<file path="src/rtl/dds_ldr_pkg.sv">
package dds_ldr_pkg;
  localparam int unsigned BUS_W_DEF = 8;
  localparam int unsigned FTW_W_DEF = 32;
  localparam int unsigned PH_W_DEF  = 5;
  localparam int unsigned SYNC_DEF  = 2;
endpackage

</file>
<file path="src/rtl/strobe_sync.sv">
module strobe_sync #(
  parameter int unsigned STAGES = 2
) (
  input  logic clk,
  input  logic rst,
  input  logic async_in,
  output logic rise
);
  logic [STAGES:0] sh;

  always_ff @(posedge clk) begin
    if (rst) sh <= '0;
    else     sh <= {sh[STAGES-1:0], async_in};
  end

  // one-cycle pulse on a synchronised low-to-high transition
  assign rise = sh[STAGES-1] & ~sh[STAGES];
endmodule

</file>
<file path="src/rtl/byte_stager.sv">
module byte_stager #(
  parameter int unsigned BUS_W  = 8,
  parameter int unsigned FTW_W  = 32,
  parameter int unsigned PH_W   = 5,
  localparam int unsigned NBYTES = 1 + FTW_W / BUS_W,
  localparam int unsigned PTR_W  = $clog2(NBYTES)
) (
  input  logic             clk,
  input  logic             rst,
  input  logic             ld,
  input  logic             clr,
  input  logic [BUS_W-1:0] din,
  output logic [PH_W-1:0]  ph_stage,
  output logic [FTW_W-1:0] ftw_stage,
  output logic [PTR_W-1:0] ptr
);
  logic wr;
  assign wr = ld & ~clr;  // commit wins over a coinciding byte

  always_ff @(posedge clk) begin
    if (rst || clr)                           ptr <= '0;
    else if (ld && ptr == PTR_W'(NBYTES - 1)) ptr <= '0;
    else if (ld)                              ptr <= ptr + 1'b1;
  end

  // position 0: only the phase field is kept, the low bits are dropped
  always_ff @(posedge clk) begin
    if (rst)                     ph_stage <= '0;
    else if (wr && ptr == '0)    ph_stage <= din[BUS_W-1 -: PH_W];
  end

  // positions 1..NBYTES-1: tuning bytes, most significant first
  for (genvar k = 1; k < NBYTES; k++) begin : g_tbyte
    always_ff @(posedge clk) begin
      if (rst)                              ftw_stage[FTW_W-k*BUS_W +: BUS_W] <= '0;
      else if (wr && ptr == PTR_W'(k))      ftw_stage[FTW_W-k*BUS_W +: BUS_W] <= din;
    end
  end
endmodule

</file>
<file path="src/rtl/word_commit.sv">
module word_commit #(
  parameter int unsigned FTW_W = 32,
  parameter int unsigned PH_W  = 5
) (
  input  logic             clk,
  input  logic             rst,
  input  logic             ld,
  input  logic             upd,
  input  logic [PH_W-1:0]  ph_stage,
  input  logic [FTW_W-1:0] ftw_stage,
  output logic [FTW_W-1:0] tune_word,
  output logic [PH_W-1:0]  phase_off,
  output logic             ready
);
  logic busy;

  always_ff @(posedge clk) begin
    if (rst) begin
      tune_word <= '0;
      phase_off <= '0;
    end else if (upd) begin
      tune_word <= ftw_stage;
      phase_off <= ph_stage;
    end
  end

  always_ff @(posedge clk) begin
    if (rst || upd) busy <= 1'b0;
    else if (ld)    busy <= 1'b1;
  end

  assign ready = ~busy;
endmodule

</file>
<file path="src/rtl/dds_word_loader.sv">
module dds_word_loader
  import dds_ldr_pkg::*;
#(
  parameter int unsigned BUS_W       = BUS_W_DEF,
  parameter int unsigned FTW_W       = FTW_W_DEF,
  parameter int unsigned PH_W        = PH_W_DEF,
  parameter int unsigned SYNC_STAGES = SYNC_DEF,
  localparam int unsigned NBYTES     = 1 + FTW_W / BUS_W,
  localparam int unsigned PTR_W      = $clog2(NBYTES)
) (
  input  logic             clk,
  input  logic             rst,
  input  logic             ld_strobe,
  input  logic             upd_strobe,
  input  logic [BUS_W-1:0] bus_data,
  output logic [FTW_W-1:0] tune_word,
  output logic [PH_W-1:0]  phase_off,
  output logic             ready
);
  logic             ld_pulse, upd_pulse;
  logic [PH_W-1:0]  ph_stage;
  logic [FTW_W-1:0] ftw_stage;
  logic [PTR_W-1:0] ptr;

  strobe_sync #(.STAGES(SYNC_STAGES)) u_ld_sync (
    .clk(clk), .rst(rst), .async_in(ld_strobe), .rise(ld_pulse));

  strobe_sync #(.STAGES(SYNC_STAGES)) u_upd_sync (
    .clk(clk), .rst(rst), .async_in(upd_strobe), .rise(upd_pulse));

  byte_stager #(.BUS_W(BUS_W), .FTW_W(FTW_W), .PH_W(PH_W)) u_stage (
    .clk(clk), .rst(rst), .ld(ld_pulse), .clr(upd_pulse), .din(bus_data),
    .ph_stage(ph_stage), .ftw_stage(ftw_stage), .ptr(ptr));

  word_commit #(.FTW_W(FTW_W), .PH_W(PH_W)) u_commit (
    .clk(clk), .rst(rst), .ld(ld_pulse), .upd(upd_pulse),
    .ph_stage(ph_stage), .ftw_stage(ftw_stage),
    .tune_word(tune_word), .phase_off(phase_off), .ready(ready));
endmodule

</file>
<file path="config.mk">
export PLATFORM = sky130hd
export DESIGN_NAME = dds_word_loader
export DESIGN_NICKNAME = d
export VERILOG_FILES = /design/src/rtl/dds_ldr_pkg.sv /design/src/rtl/strobe_sync.sv /design/src/rtl/byte_stager.sv /design/src/rtl/word_commit.sv /design/src/rtl/dds_word_loader.sv
export SDC_FILE = /design/constraint.sdc
export NUM_CORES = 1
export LEC_CHECK = 0
export BUFFER_PORTS_ARGS = -buffer_cell sky130_fd_sc_hd__clkbuf_2
export CAP_MARGIN = 20
export CORE_MARGIN = 8
export CORE_UTILIZATION = 53
export CTS_BUF_LIST = sky130_fd_sc_hd__clkbuf_4 sky130_fd_sc_hd__clkbuf_8
export DETAILED_ROUTE_END_ITERATION = 10
export GPL_TIMING_DRIVEN = 0
export MAX_ROUTING_LAYER = met4
export PLACE_DENSITY_LB_ADDON = 0.12
export SETUP_SLACK_MARGIN = 0.3
export SKIP_LAST_GASP = 1
export SLEW_MARGIN = 5
export SYNTH_ARGS = -nofsm -noshare
export SYNTH_HDL_FRONTEND = slang
export SYNTH_SLANG_ARGS = --single-unit
</file>
<file path="constraint.sdc">
create_clock -name clk -period 1.7 [get_ports clk]
set_input_delay 0.17 -clock clk [delete_from_list [all_inputs] [get_ports clk]]
set_output_delay 0.17 -clock clk [all_outputs]
set_load 0.01 [all_outputs]
</file>
==> impl_results.rst, run 1 <==
.. list-table::
   :header-rows: 1

   * - Metric
     - Value
   * - Area share of the largest cell type after synthesis
     - 51.7%
   * - Endpoints failing setup
     - 0
   * - Slew of the pin with the lowest slew margin
     - ~0.46 ns
   * - Initial DRC Count
     - 69
   * - Achievable Freq
     - 0.737 GHz
   * - Fin util
     - 64.8%
   * - Overall die area
     - 0.00890 sq mm
   * - Number of CTS-inserted buffers
     - 9
   * - Worst setup path class
     - flop to flop
   * - Pwr dens
     - 913 mW/mm^2
   * - Cell Count Post-Placement
     - approximately 460
   * - Kind of start point of the critical path
     - flop
   * - Unrepaired setup endpoints after global routing
     - true
   * - Core area
     - 0.00592 sq mm
   * - Cell chosen for the clock root
     - clkbuf_8
   * - Maximum cell stage delay along the critical path
     - 0.37 ns
   * - Top cell types by occurrence after synthesis
     - dfxtp_1 (84), nand2_1 (77), nand2b_1 (47)
   * - Cell Rows
     - 28
   * - Clock sink count
     - 84
   * - Half-perimeter wire length after detailed placement
     - 4.85 mm
   * - Die span in x
     - around 94 um
   * - Proportion of register bits with asynchronous set or reset after synthesis
     - 0%
   * - Cell with the most instances after synthesis
     - dfxtp_1
   * - Wirelength per Cell
     - 14.4 um
   * - Drt drc
     - 0
   * - Maximum Capacitance Violations
     - 0
   * - Final ANT Viol Nets
     - 0
   * - Synthesis Warnings
     - 0
   * - Min setup slack post-route
     - 0.342 ns
   * - Cell type contributing the most total cell area after synthesis
     - dfxtp_1
   * - Gr ovfl total
     - 0
   * - Number of enable flip-flop cells after synthesis
     - 0
   * - DR vias
     - 2392
   * - Normalized max-slew margin
     - 69.3%
   * - Place WS
     - around 0.19 ns
   * - Cells traversed along the worst timing path
     - inv_4 -> ha_4 -> nand2_4 -> nor4b_4 -> buf_6 -> mux2i_1
   * - Final cell count without fillers
     - 477
   * - Minimum clock period
     - about 1.4 ns
   * - Cells taking the most area after synthesis
     - dfxtp_1 (52%), mux2i_1 (12%), nand2b_1 (9.0%)
   * - Total routed wirelength
     - 6.87 mm
   * - Kind of cell adding the most delay to the critical path
     - flip-flops
   * - Global-route wire length before repair
     - ~11 mm
   * - Starting density of the core
     - 54.9%
   * - Mean instance size in the synthesized netlist
     - between 9 and 10 sq um
   * - Die H
     - approximately 94 um
   * - Outcome
     - complete, no violations
   * - Number of iterations in the first detailed-routing pass
     - 4
   * - Clock tree from TritonCTS
     - built
   * - Placer's final routability congestion estimate
     - 0.879
   * - Leak Pwr
     - 1.62 nW
   * - Ratio of cells with drive above 1 in the final layout
     - 23.6%
   * - Class of the most critical hold timing path
     - primary input to flop
   * - Number of nets produced by synthesis
     - 352
   * - Maximum clock path buffer count
     - 2
   * - CP max stage cell
     - dfxtp_4
   * - Sequential fraction of the synthesis area
     - 51.7%
   * - Final period utilization
     - 79.9%
   * - Source-to-sink clock delay at the later pin of the worst-skew pair
     - 0.33 ns
   * - Antenna violations before repair
     - 0
   * - Final total negative setup slack
     - 0 ns
   * - Number of different library cells in the post-synthesis netlist
     - 22
   * - Predominant post-synthesis flop cell
     - dfxtp_1
   * - Worst-case clock skew
     - 0.00414 ns
   * - Via count of the first global-routing pass
     - about 2400
   * - Required time of the critical path
     - 1.96 ns
   * - Final Hold Viols
     - 0
   * - Total buffers and inverters traversed by the critical path
     - 2
   * - Pin count of the biggest net entering global routing
     - 14
   * - Flip-flop and latch count after synthesis
     - between 80 and 90
   * - Clock-pin transition on the worst setup and hold timing paths
     - 0.08 ns
   * - Number of top-level design ports
     - 50
   * - Total number of H-tree levels
     - 3
   * - PortBufs
     - 48
   * - Tot GR Track Use
     - 17.1%
   * - Final net count
     - 414
   * - Type of destination of the critical path
     - flop
   * - Vias per std cell
     - between 5 and 6
   * - Area growth from synthesis to final layout
     - 18.0%
   * - Number of antenna repair diodes
     - 0
   * - Combined area of all synthesized cells
     - 0.00325 sq mm
   * - Final Max Tran Viols
     - 0
   * - Critical path arrival
     - 1.62 ns
   * - Maximum vdd drop
     - ~0.58 mV
   * - Number of cells produced by synthesis
     - 335
   * - Maximum fanout encountered on the critical timing path
     - 8
[cell type report]
type,instances,area (sq um)
fillers,510,2080
flip-flops and latches,84,1690
multi-input cells,225,1440
repair buffers,51,263
clock buffers,13,173
plain buffers,22,144
well taps,75,93.8
clock inverters,3,20.0
inverters,4,20.0
[what timing repair did]
action | in CTS | in global routing
pin swaps | 0 | 2
setup endpoints to repair | 8 | 26
hold buffers | 0 | 0
gates resized for setup | 5 | 13
buffers inserted | 0 | 3
[routing by layer]
metal  share of wire [%]  GRT usage [%]
met5                   0              -
met1                  47           20.1
met2                  46           26.7
met3                 4.1           4.13
met4                 2.5           8.59
[cell families after synthesis]
family / after synthesis / synth area share [%]
adder cells (fa/ha/maj): 5 / 1.92
flip-flops: 84 / 51.7
AO/OA/AOI/OAI: 41 / 6.54
buffers and inverters: 26 / 4.77
AND/OR/NAND/NOR: 141 / 23.4
multiplexers: 38 / 11.7
[sequential cells by signal (all words and copies together) (netlist names)]
name and cells:
u_ld_sync.sh 3, u_stage.ptr 3, u_upd_sync.sh 3, u_stage.ftw_stage 32
u_commit.phase_off 5, u_commit.busy 1, u_commit.tune_word 32, u_stage.ph_stage 5
[metrics by stage]
stage | cell area, sq um | hold slack, ns | total power, W
finish | 3840 | 0.0411 | 0.00351
global route | 3840 | 0.0522 | 0.00364
CTS | 3800 | 0.0249 | 0.00354
detailed placement | 3590 | 0.387 | 0.00221
global placement | 3590 | 0.377 | 0.00221
floorplan | 3250 | 0.298 | 0.00215
[cell usage in the layout, fill, tap and decap left out, types with 2 or more instances in the layout]
cell type / n
dfxtp_4: 2
a211oi_1: 3
buf_6: 7
nor2b_1: 6
mux2i_1: 38
nand2_1: 76
nand2b_1: 47
buf_4: 3
nand4_4: 2
inv_4: 2
a21oi_1: 38
ha_1: 4
dfxtp_1: 82
clkinvlp_4: 2
buf_1: 3
inv_1: 2
nand3_1: 2
clkbuf_8: 12
buf_2: 4
clkbuf_2: 51
clkbuf_1: 5
[report_power, final]
part	internal (W)	switching, W
registers	0.00198	0.00000830
clock network	0.000666	0.000675
logic	0.0000702	0.000110
total	0.00271	0.000793
[path summary, 6_finish.rpt]
| kind | slack (ns) | cells past startpoint | endpoint | startpoint |
|---|---|---|---|---|
| setup reg to reg | 0.34 | 6 | u_stage.ftw_stage[3]$_SDFFE_PP0P_ | u_stage.ptr[1]$_SDFFE_PP0P_ |
| setup / recovery | 0.34 | 6 | u_stage.ftw_stage[3]$_SDFFE_PP0P_ | u_stage.ptr[1]$_SDFFE_PP0P_ |
| hold reg to reg | 0.45 | 1 | u_upd_sync.sh[1]$_SDFF_PP0_ | u_upd_sync.sh[0]$_SDFF_PP0_ |
| hold / removal | 0.04 | 2 | u_upd_sync.sh[0]$_SDFF_PP0_ | upd_strobe |
Power figures use the tool's default switching activity.
==> run 2: changes to the inputs <==
Clock period 1.7 ns to 1.4 ns, I/O delays scaled along.
==> impl_results.rst, run 2 (synthesized netlist as in run 1, its figures left out) <==
.. list-table::
   :header-rows: 1

   * - Metric
     - Value
   * - Outcome
     - complete, no violations
   * - Worst setup path class
     - flop to flop
   * - Pin count of the biggest net entering global routing
     - 16
   * - Maximum cell stage delay along the critical path
     - 0.35 ns
   * - Number of top-level design ports
     - 50
   * - Pwr dens
     - 997 mW/mm^2
   * - Final Hold Viols
     - 0
   * - Final cell count without fillers
     - 497
   * - Cell Count Post-Placement
     - 458
   * - Core area
     - just under 0.006 sq mm
   * - CP max stage cell
     - dfxtp_2
   * - Ratio of cells with drive above 1 in the final layout
     - 42.9%
   * - Overall die area
     - just under 0.009 sq mm
   * - Clock-pin transition on the worst setup and hold timing paths
     - around 0.09 ns
   * - Wirelength per Cell
     - 16.5 um
   * - Share of total power in sequential cells
     - 52.9%
   * - Starting density of the core
     - around 55%
   * - Source-to-sink clock delay at the later pin of the worst-skew pair
     - 0.35 ns
   * - Type of destination of the critical path
     - flop
   * - Worst hold start
     - bus_data[0]
   * - Cells traversed along the worst timing path
     - buf_6 -> nand2b_4 -> buf_8 -> buf_12 -> buf_12 -> clkbuf_16 -> nand2_4 -> a21oi_2
   * - Vias per std cell
     - between 5 and 6
   * - Initial DRC Count
     - about 130
   * - Min setup slack post-route
     - 0.102 ns
   * - Class of the most critical hold timing path
     - primary input to flop
   * - Leading registers by flop count
     - u_commit.tune_word x32, u_stage.ftw_stage x32
   * - Final total negative setup slack
     - 0 ns
   * - Minimum clock period
     - 1.30 ns
   * - Total number of H-tree levels
     - 3
   * - Area growth from synthesis to final layout
     - 40.8%
   * - Critical path arrival
     - approximately 1.5 ns
   * - Total routed wirelength
     - 8.18 mm
   * - Final net count
     - 434
   * - Tot GR Track Use
     - 18.4%
   * - FF-to-FF Start
     - u_upd_sync.sh[1]$_SDFF_PP0_
   * - Place WS
     - 0.0223 ns
   * - Cell chosen for the clock root
     - clkbuf_8
   * - Clock tree from TritonCTS
     - built
   * - Antenna violations before repair
     - 0
   * - Half-perimeter wire length after detailed placement
     - 4.89 mm
   * - Maximum clock path buffer count
     - 2
   * - Clock network fraction of design power
     - between 30% and 40%
   * - Final Max Tran Viols
     - 0
   * - Leak Pwr
     - 1.88 nW
   * - Cell Rows
     - 28
   * - Die span in x
     - 94.3 um
   * - Unrepaired setup endpoints after global routing
     - true
   * - Endpoints failing setup
     - 0
   * - Number of CTS-inserted buffers
     - 9
   * - Slew of the pin with the lowest slew margin
     - 0.754 ns
   * - Switching power of the nets
     - 0.00110 W
   * - Number of antenna repair diodes
     - 0
   * - Via count of the first global-routing pass
     - approximately 2500
   * - Number of iterations in the first detailed-routing pass
     - 6
   * - Leading cell types in the layout, fill and taps excluded
     - dfxtp_1 (78), clkbuf_2 (48), nand2_1 (46), nand2b_1 (46), mux2i_1 (38)
   * - Required time of the critical path
     - 1.60 ns
   * - Net Sw Frac
     - 24.2%
   * - Number of filler instances in the final layout
     - ~400
   * - Maximum Capacitance Violations
     - 0
   * - Internal
     - 0.00346 W
   * - Die H
     - between 90 and 100 um
   * - Critical Path Source
     - u_upd_sync.sh[1]$_SDFF_PP0_
   * - Normalized max-slew margin
     - between 40% and 50%
   * - Most numerous cell on the critical path
     - buf_12
   * - Worst-case clock skew
     - about 0.012 ns
   * - Clock sink count
     - 84
   * - Total Power Consumption
     - 0.00457 W
   * - Gr ovfl total
     - 0
   * - PortBufs
     - 48
   * - Most common library cell in the layout ignoring fill and taps
     - dfxtp_1
   * - Maximum vdd drop
     - 0.830 mV
   * - Global-route wire length before repair
     - 12.3 mm
   * - Maximum fanout encountered on the critical timing path
     - 6
   * - Final ANT Viol Nets
     - 0
   * - Combinational group share of total power
     - 7.7%
   * - Drt drc
     - 0
   * - DR vias
     - 2545
   * - Kind of start point of the critical path
     - flop
   * - Placer's final routability congestion estimate
     - 0.856
   * - Min Hold Slack
     - about 0.19 ns
   * - Achievable Freq
     - between 0.7 and 0.8 GHz
   * - Final period utilization
     - 92.7%
[run 2: worst paths after layout]
check | to | slack (ns) | depth (start not counted)
setup / recovery | u_commit.tune_word[18]$_SDFFE_PP0P_ | 0.10 | 8
hold / removal | u_stage.ftw_stage[8]$_SDFFE_PP0P_ | 0.19 | 3
setup reg to reg | u_commit.tune_word[18]$_SDFFE_PP0P_ | 0.10 | 8
hold reg to reg | u_upd_sync.sh[1]$_SDFF_PP0_ | 0.45 | 1
[run 2: worst max-delay path, delay by kind of cell (launching register included)]
family                 cells  cell delay (ns)
AO/OA/AOI/OAI              1             0.04
AND/OR/NAND/NOR            2             0.10
flip-flops                 1             0.35
buffers and inverters      5             0.65
[run 2: area by class of cell]
class | count | area, sq um | area share [%]
buffer | 22 | 214 | 4.67
clock buffer | 10 | 138 | 3.00
clock inverter | 6 | 71.3 | 1.56
inverter | 4 | 15.0 | 0.328
multi-input combinational | 225 | 1780 | 38.9
sequential | 84 | 1690 | 36.9
tap | 75 | 93.8 | 2.05
timing repair buffer | 71 | 577 | 12.6
[run 2: routing by layer]
metal	wire, um	track usage [%]
met1	3720	21.6
met2	3950	30.2
met3	381	4.60
met4	118	6.08
met5	0	-
[run 2: stage by stage]
step                      util, %  instance area, sq um
final                        77.4                  4580
after global routing         77.4                  4580
after CTS                    69.9                  4140
after detailed placement     61.0                  3610
after global placement       61.0                  3610
after floorplan                 -                  3280
[run 2: repair_timing]
item,in CTS,in global routing
pin swaps,15,50
gates cloned,2,4
resized for setup,30,91
setup endpoints to repair,77,78
buffers inserted,13,2
endpoints found under the hold margin,2,0
hold buffers,2,0
[run 2: power by group through the flow]
| stage | clock network, W | logic [W] | registers (W) |
|---|---|---|---|
| global route | 0.00194 | 0.000371 | 0.00242 |
| global placement | 0 | 0.000211 | 0.00247 |
| finish | 0.00180 | 0.000350 | 0.00242 |
| floorplan | 0 | 0.000144 | 0.00247 |
| CTS | 0.00182 | 0.000284 | 0.00241 |
| detailed placement | 0 | 0.000214 | 0.00247 |
==> run 3: changes to the inputs <==
Settings changed: SYNTH_HIERARCHICAL set to 1.
==> impl_results.rst, run 3 <==
.. list-table::
   :header-rows: 1

   * - Metric
     - Value
   * - Top cell types by occurrence after synthesis
     - dfxtp_1 (84), mux2i_1 (59), nor2_1 (59)
   * - Initial DRC Count
     - 95
   * - Number of different library cells in the post-synthesis netlist
     - 26
   * - Cells traversed along the worst timing path
     - nor2b_4 -> buf_6 -> and4bb_1 -> buf_6 -> mux2i_1 -> nor2_1
   * - Wirelength per Cell
     - 15.5 um
   * - Number of iterations in the first detailed-routing pass
     - 4
   * - Most common library cell in the layout ignoring fill and taps
     - dfxtp_1
   * - Reg area
     - 0.00169 sq mm
   * - Proportion of register bits with asynchronous set or reset after synthesis
     - 0%
   * - Number of top-level design ports
     - 50
   * - Design Area, Final
     - between 0.004 and 0.005 sq mm
   * - Flip-flop and latch count after synthesis
     - between 80 and 90
   * - Area growth from synthesis to final layout
     - 29.9%
   * - Maximum clock path buffer count
     - 2
   * - Die H
     - 92.5 um
   * - Number of filler instances in the final layout
     - 464
   * - Die span in x
     - between 90 and 100 um
   * - Source-to-sink clock delay at the later pin of the worst-skew pair
     - 0.34 ns
   * - Outcome
     - finished with violations
   * - Min setup slack post-route
     - -0.00920 ns
   * - Tot GR Track Use
     - 17.6%
   * - Total buffers and inverters traversed by the critical path
     - 2
   * - Antenna violations before repair
     - 0
   * - Type of destination of the critical path
     - flop
   * - Pin count of the biggest net entering global routing
     - 13
   * - Worst-case clock skew
     - 0.00798 ns
   * - Violated checks
     - setup timing
   * - Number of antenna repair diodes
     - 0
   * - PortBufs
     - between 40 and 50
   * - Vias per std cell
     - 5.03
   * - Clock-pin transition on the worst setup and hold timing paths
     - 0.08 ns
   * - Number of nets produced by synthesis
     - 321
   * - Number of enable flip-flop cells after synthesis
     - 0
   * - Final period utilization
     - 101%
   * - Synthesis Warnings
     - 6
   * - Endpoints failing setup
     - 1
   * - Unrepaired setup endpoints after global routing
     - true
   * - Cell chosen for the clock root
     - clkbuf_8
   * - Slew of the pin with the lowest slew margin
     - 0.647 ns
   * - Cell Rows
     - 28
   * - Critical path arrival
     - 1.63 ns
   * - Normalized max-slew margin
     - a little under three fifths
   * - Placer's final routability congestion estimate
     - 0.814
   * - Maximum cell stage delay along the critical path
     - between 0.3 and 0.4 ns
   * - Class of the most critical hold timing path
     - primary input to flop
   * - Cell type contributing the most total cell area after synthesis
     - dfxtp_1
   * - Final Hold Viols
     - 0
   * - Cell with the most instances after synthesis
     - dfxtp_1
   * - Final ANT Viol Nets
     - 0
   * - Half-perimeter wire length after detailed placement
     - 4.54 mm
   * - Drt drc
     - 0
   * - Clock sink count
     - 84
   * - DR vias
     - 2323
   * - Overall die area
     - about 0.0086 sq mm
   * - Number of cells produced by synthesis
     - approximately 300
   * - Global-route wire length before repair
     - about 11 mm
   * - Kind of start point of the critical path
     - flop
   * - Post-Place Cell Area
     - 0.00350 sq mm
   * - Pwr dens
     - 1050 mW/mm^2
   * - Minimum clock period
     - 1.41 ns
   * - Clock tree from TritonCTS
     - built
   * - Area of combinational cells with multiple inputs
     - ~0.0014 sq mm
   * - Worst setup path class
     - flop to flop
   * - Kind of cell adding the most delay to the critical path
     - simple AND/OR/NAND/NOR gates
   * - Maximum fanout encountered on the critical timing path
     - 8
   * - Required time of the critical path
     - between 1.5 and 2 ns
   * - Total routed wirelength
     - 7.18 mm
   * - Final Max Tran Viols
     - 0
   * - Starting density of the core
     - 53.6%
   * - Final net count
     - 400
   * - Achievable Freq
     - 0.710 GHz
   * - Maximum vdd drop
     - 0.763 mV
   * - Predominant post-synthesis flop cell
     - dfxtp_1
   * - Most numerous cell on the critical path
     - buf_6
   * - Cells taking the most area after synthesis
     - dfxtp_1 (54%), mux2i_1 (19%), nor2_1 (7.1%)
   * - Mean instance size in the synthesized netlist
     - 10.2 sq um
   * - Area share of the largest cell type after synthesis
     - 54.3%
   * - Maximum Capacitance Violations
     - 0
   * - Ratio of cells with drive above 1 in the final layout
     - 32.3%
   * - Leading registers by flop count
     - u_commit/tune_word x32, u_stage/ftw_stage x32
   * - Sequential fraction of the synthesis area
     - 54.3%
   * - Leak Pwr
     - ~1.6 nW
   * - CP max stage cell
     - dfxtp_2
   * - Combined area of all synthesized cells
     - 0.00310 sq mm
   * - Min Hold Slack
     - 0.0805 ns
   * - Gr ovfl total
     - 0
   * - Core area
     - 0.00578 sq mm
   * - Total number of H-tree levels
     - 3
   * - Leading cell types in the layout, fill and taps excluded
     - dfxtp_1 (79), nor2_1 (59), mux2i_1 (57)
   * - Via count of the first global-routing pass
     - around 2200
   * - Number of CTS-inserted buffers
     - 9
==> run 3: cell types whose count changed after synthesis, moves of 3 or more <==
cell	before	now
nor2_1	0	59
nand2b_1	47	1
mux2i_1	38	59
nand2_1	77	33
clkbuf_1	8	5
buf_6	7	4
buf_4	0	3
a21oi_1	38	17
==> run 3: cell type report <==
| class | count | area share, % |
|---|---|---|
| plain buffers | 20 | 5.04 |
| clock buffers | 13 | 4.13 |
| clock inverters | 2 | 0.249 |
| inverters | 4 | 0.435 |
| multi-input cells | 196 | 34.3 |
| flip-flops and latches | 84 | 42.1 |
| well taps | 75 | 2.33 |
| repair buffers | 68 | 11.4 |
==> run 3: power breakdown <==
part | switching (W) | leakage [nW] | internal, W
clock | 0.000788 | 0.0961 | 0.000767
combinational | 0.000142 | 0.800 | 0.000130
sequential | 0.0000105 | 0.681 | 0.00240
==> run 3: repair_timing <==
action / CTS / global route
setup endpoints to repair: 68 / 78
pin swaps: 3 / 6
resized for setup: 10 / 25
hold endpoints to repair: 2 / 0
setup buffers: 10 / 5
gates cloned: 2 / 0
hold buffers: 2 / 0
==> run 3: final timing paths <==
check,start,end,slack (ns),cells past startpoint
max reg2reg,u_upd_sync/sh[1]$_SDFF_PP0_,u_stage/ftw_stage[25]$_SDFFE_PP0P_,-0.009,6
max,u_upd_sync/sh[1]$_SDFF_PP0_,u_stage/ftw_stage[25]$_SDFFE_PP0P_,-0.009,6
min,bus_data[0],u_stage/ftw_stage[8]$_SDFFE_PP0P_,0.08,3
min reg2reg,u_ld_sync/sh[0]$_SDFF_PP0_,u_ld_sync/sh[1]$_SDFF_PP0_,0.44,1
==> run 3: per-layer routing <==
metal	vias up	part of all wire (%)	routed length [um]	track usage, %
li1	1160	-	-	-
met1	1101	47	3350	21.3
met2	51	47	3410	27.2
met3	11	3.9	283	3.88
met4	0	1.9	136	8.86
met5	-	0	0	-
==> run 3: cells by family after synthesis <==
logic type	share of synthesized area [%]
buffers and inverters	5.17
DFF	54.3
adders and majority gates	2.02
muxes	19.1
and+or+nand+nor	16.3
AOI/OAI and AO/OA	3.19
==> run 3: worst register-to-register path, cell delays in order (launching register included) <==
cell and delay [ns]:
dfxtp_2 0.32, nor2b_4 0.12, buf_6 0.12, and4bb_1 0.27, buf_6 0.17, mux2i_1 0.23, nor2_1 0.05
==> run 3: per-stage QoR <==
| step | std cells | TNS, ns | total power (W) | setup slack (ns) | utilization, % |
|---|---|---|---|---|---|
| 3_3_place_gp | 428 | -0.0646 | 0.00267 | -0.0123 | 60.6 |
| 5_1_grt | 462 | -0.925 | 0.00437 | -0.0724 | 69.6 |
| 4_1_cts | 457 | -0.00138 | 0.00423 | -0.00138 | 67.4 |
| 3_5_place_dp | 428 | -0.122 | 0.00267 | -0.0261 | 60.6 |
| 6_report | 462 | -0.00920 | 0.00424 | -0.00920 | 69.6 |
| 2_1_floorplan | 304 | 0 | 0.00259 | 0.130 | - |
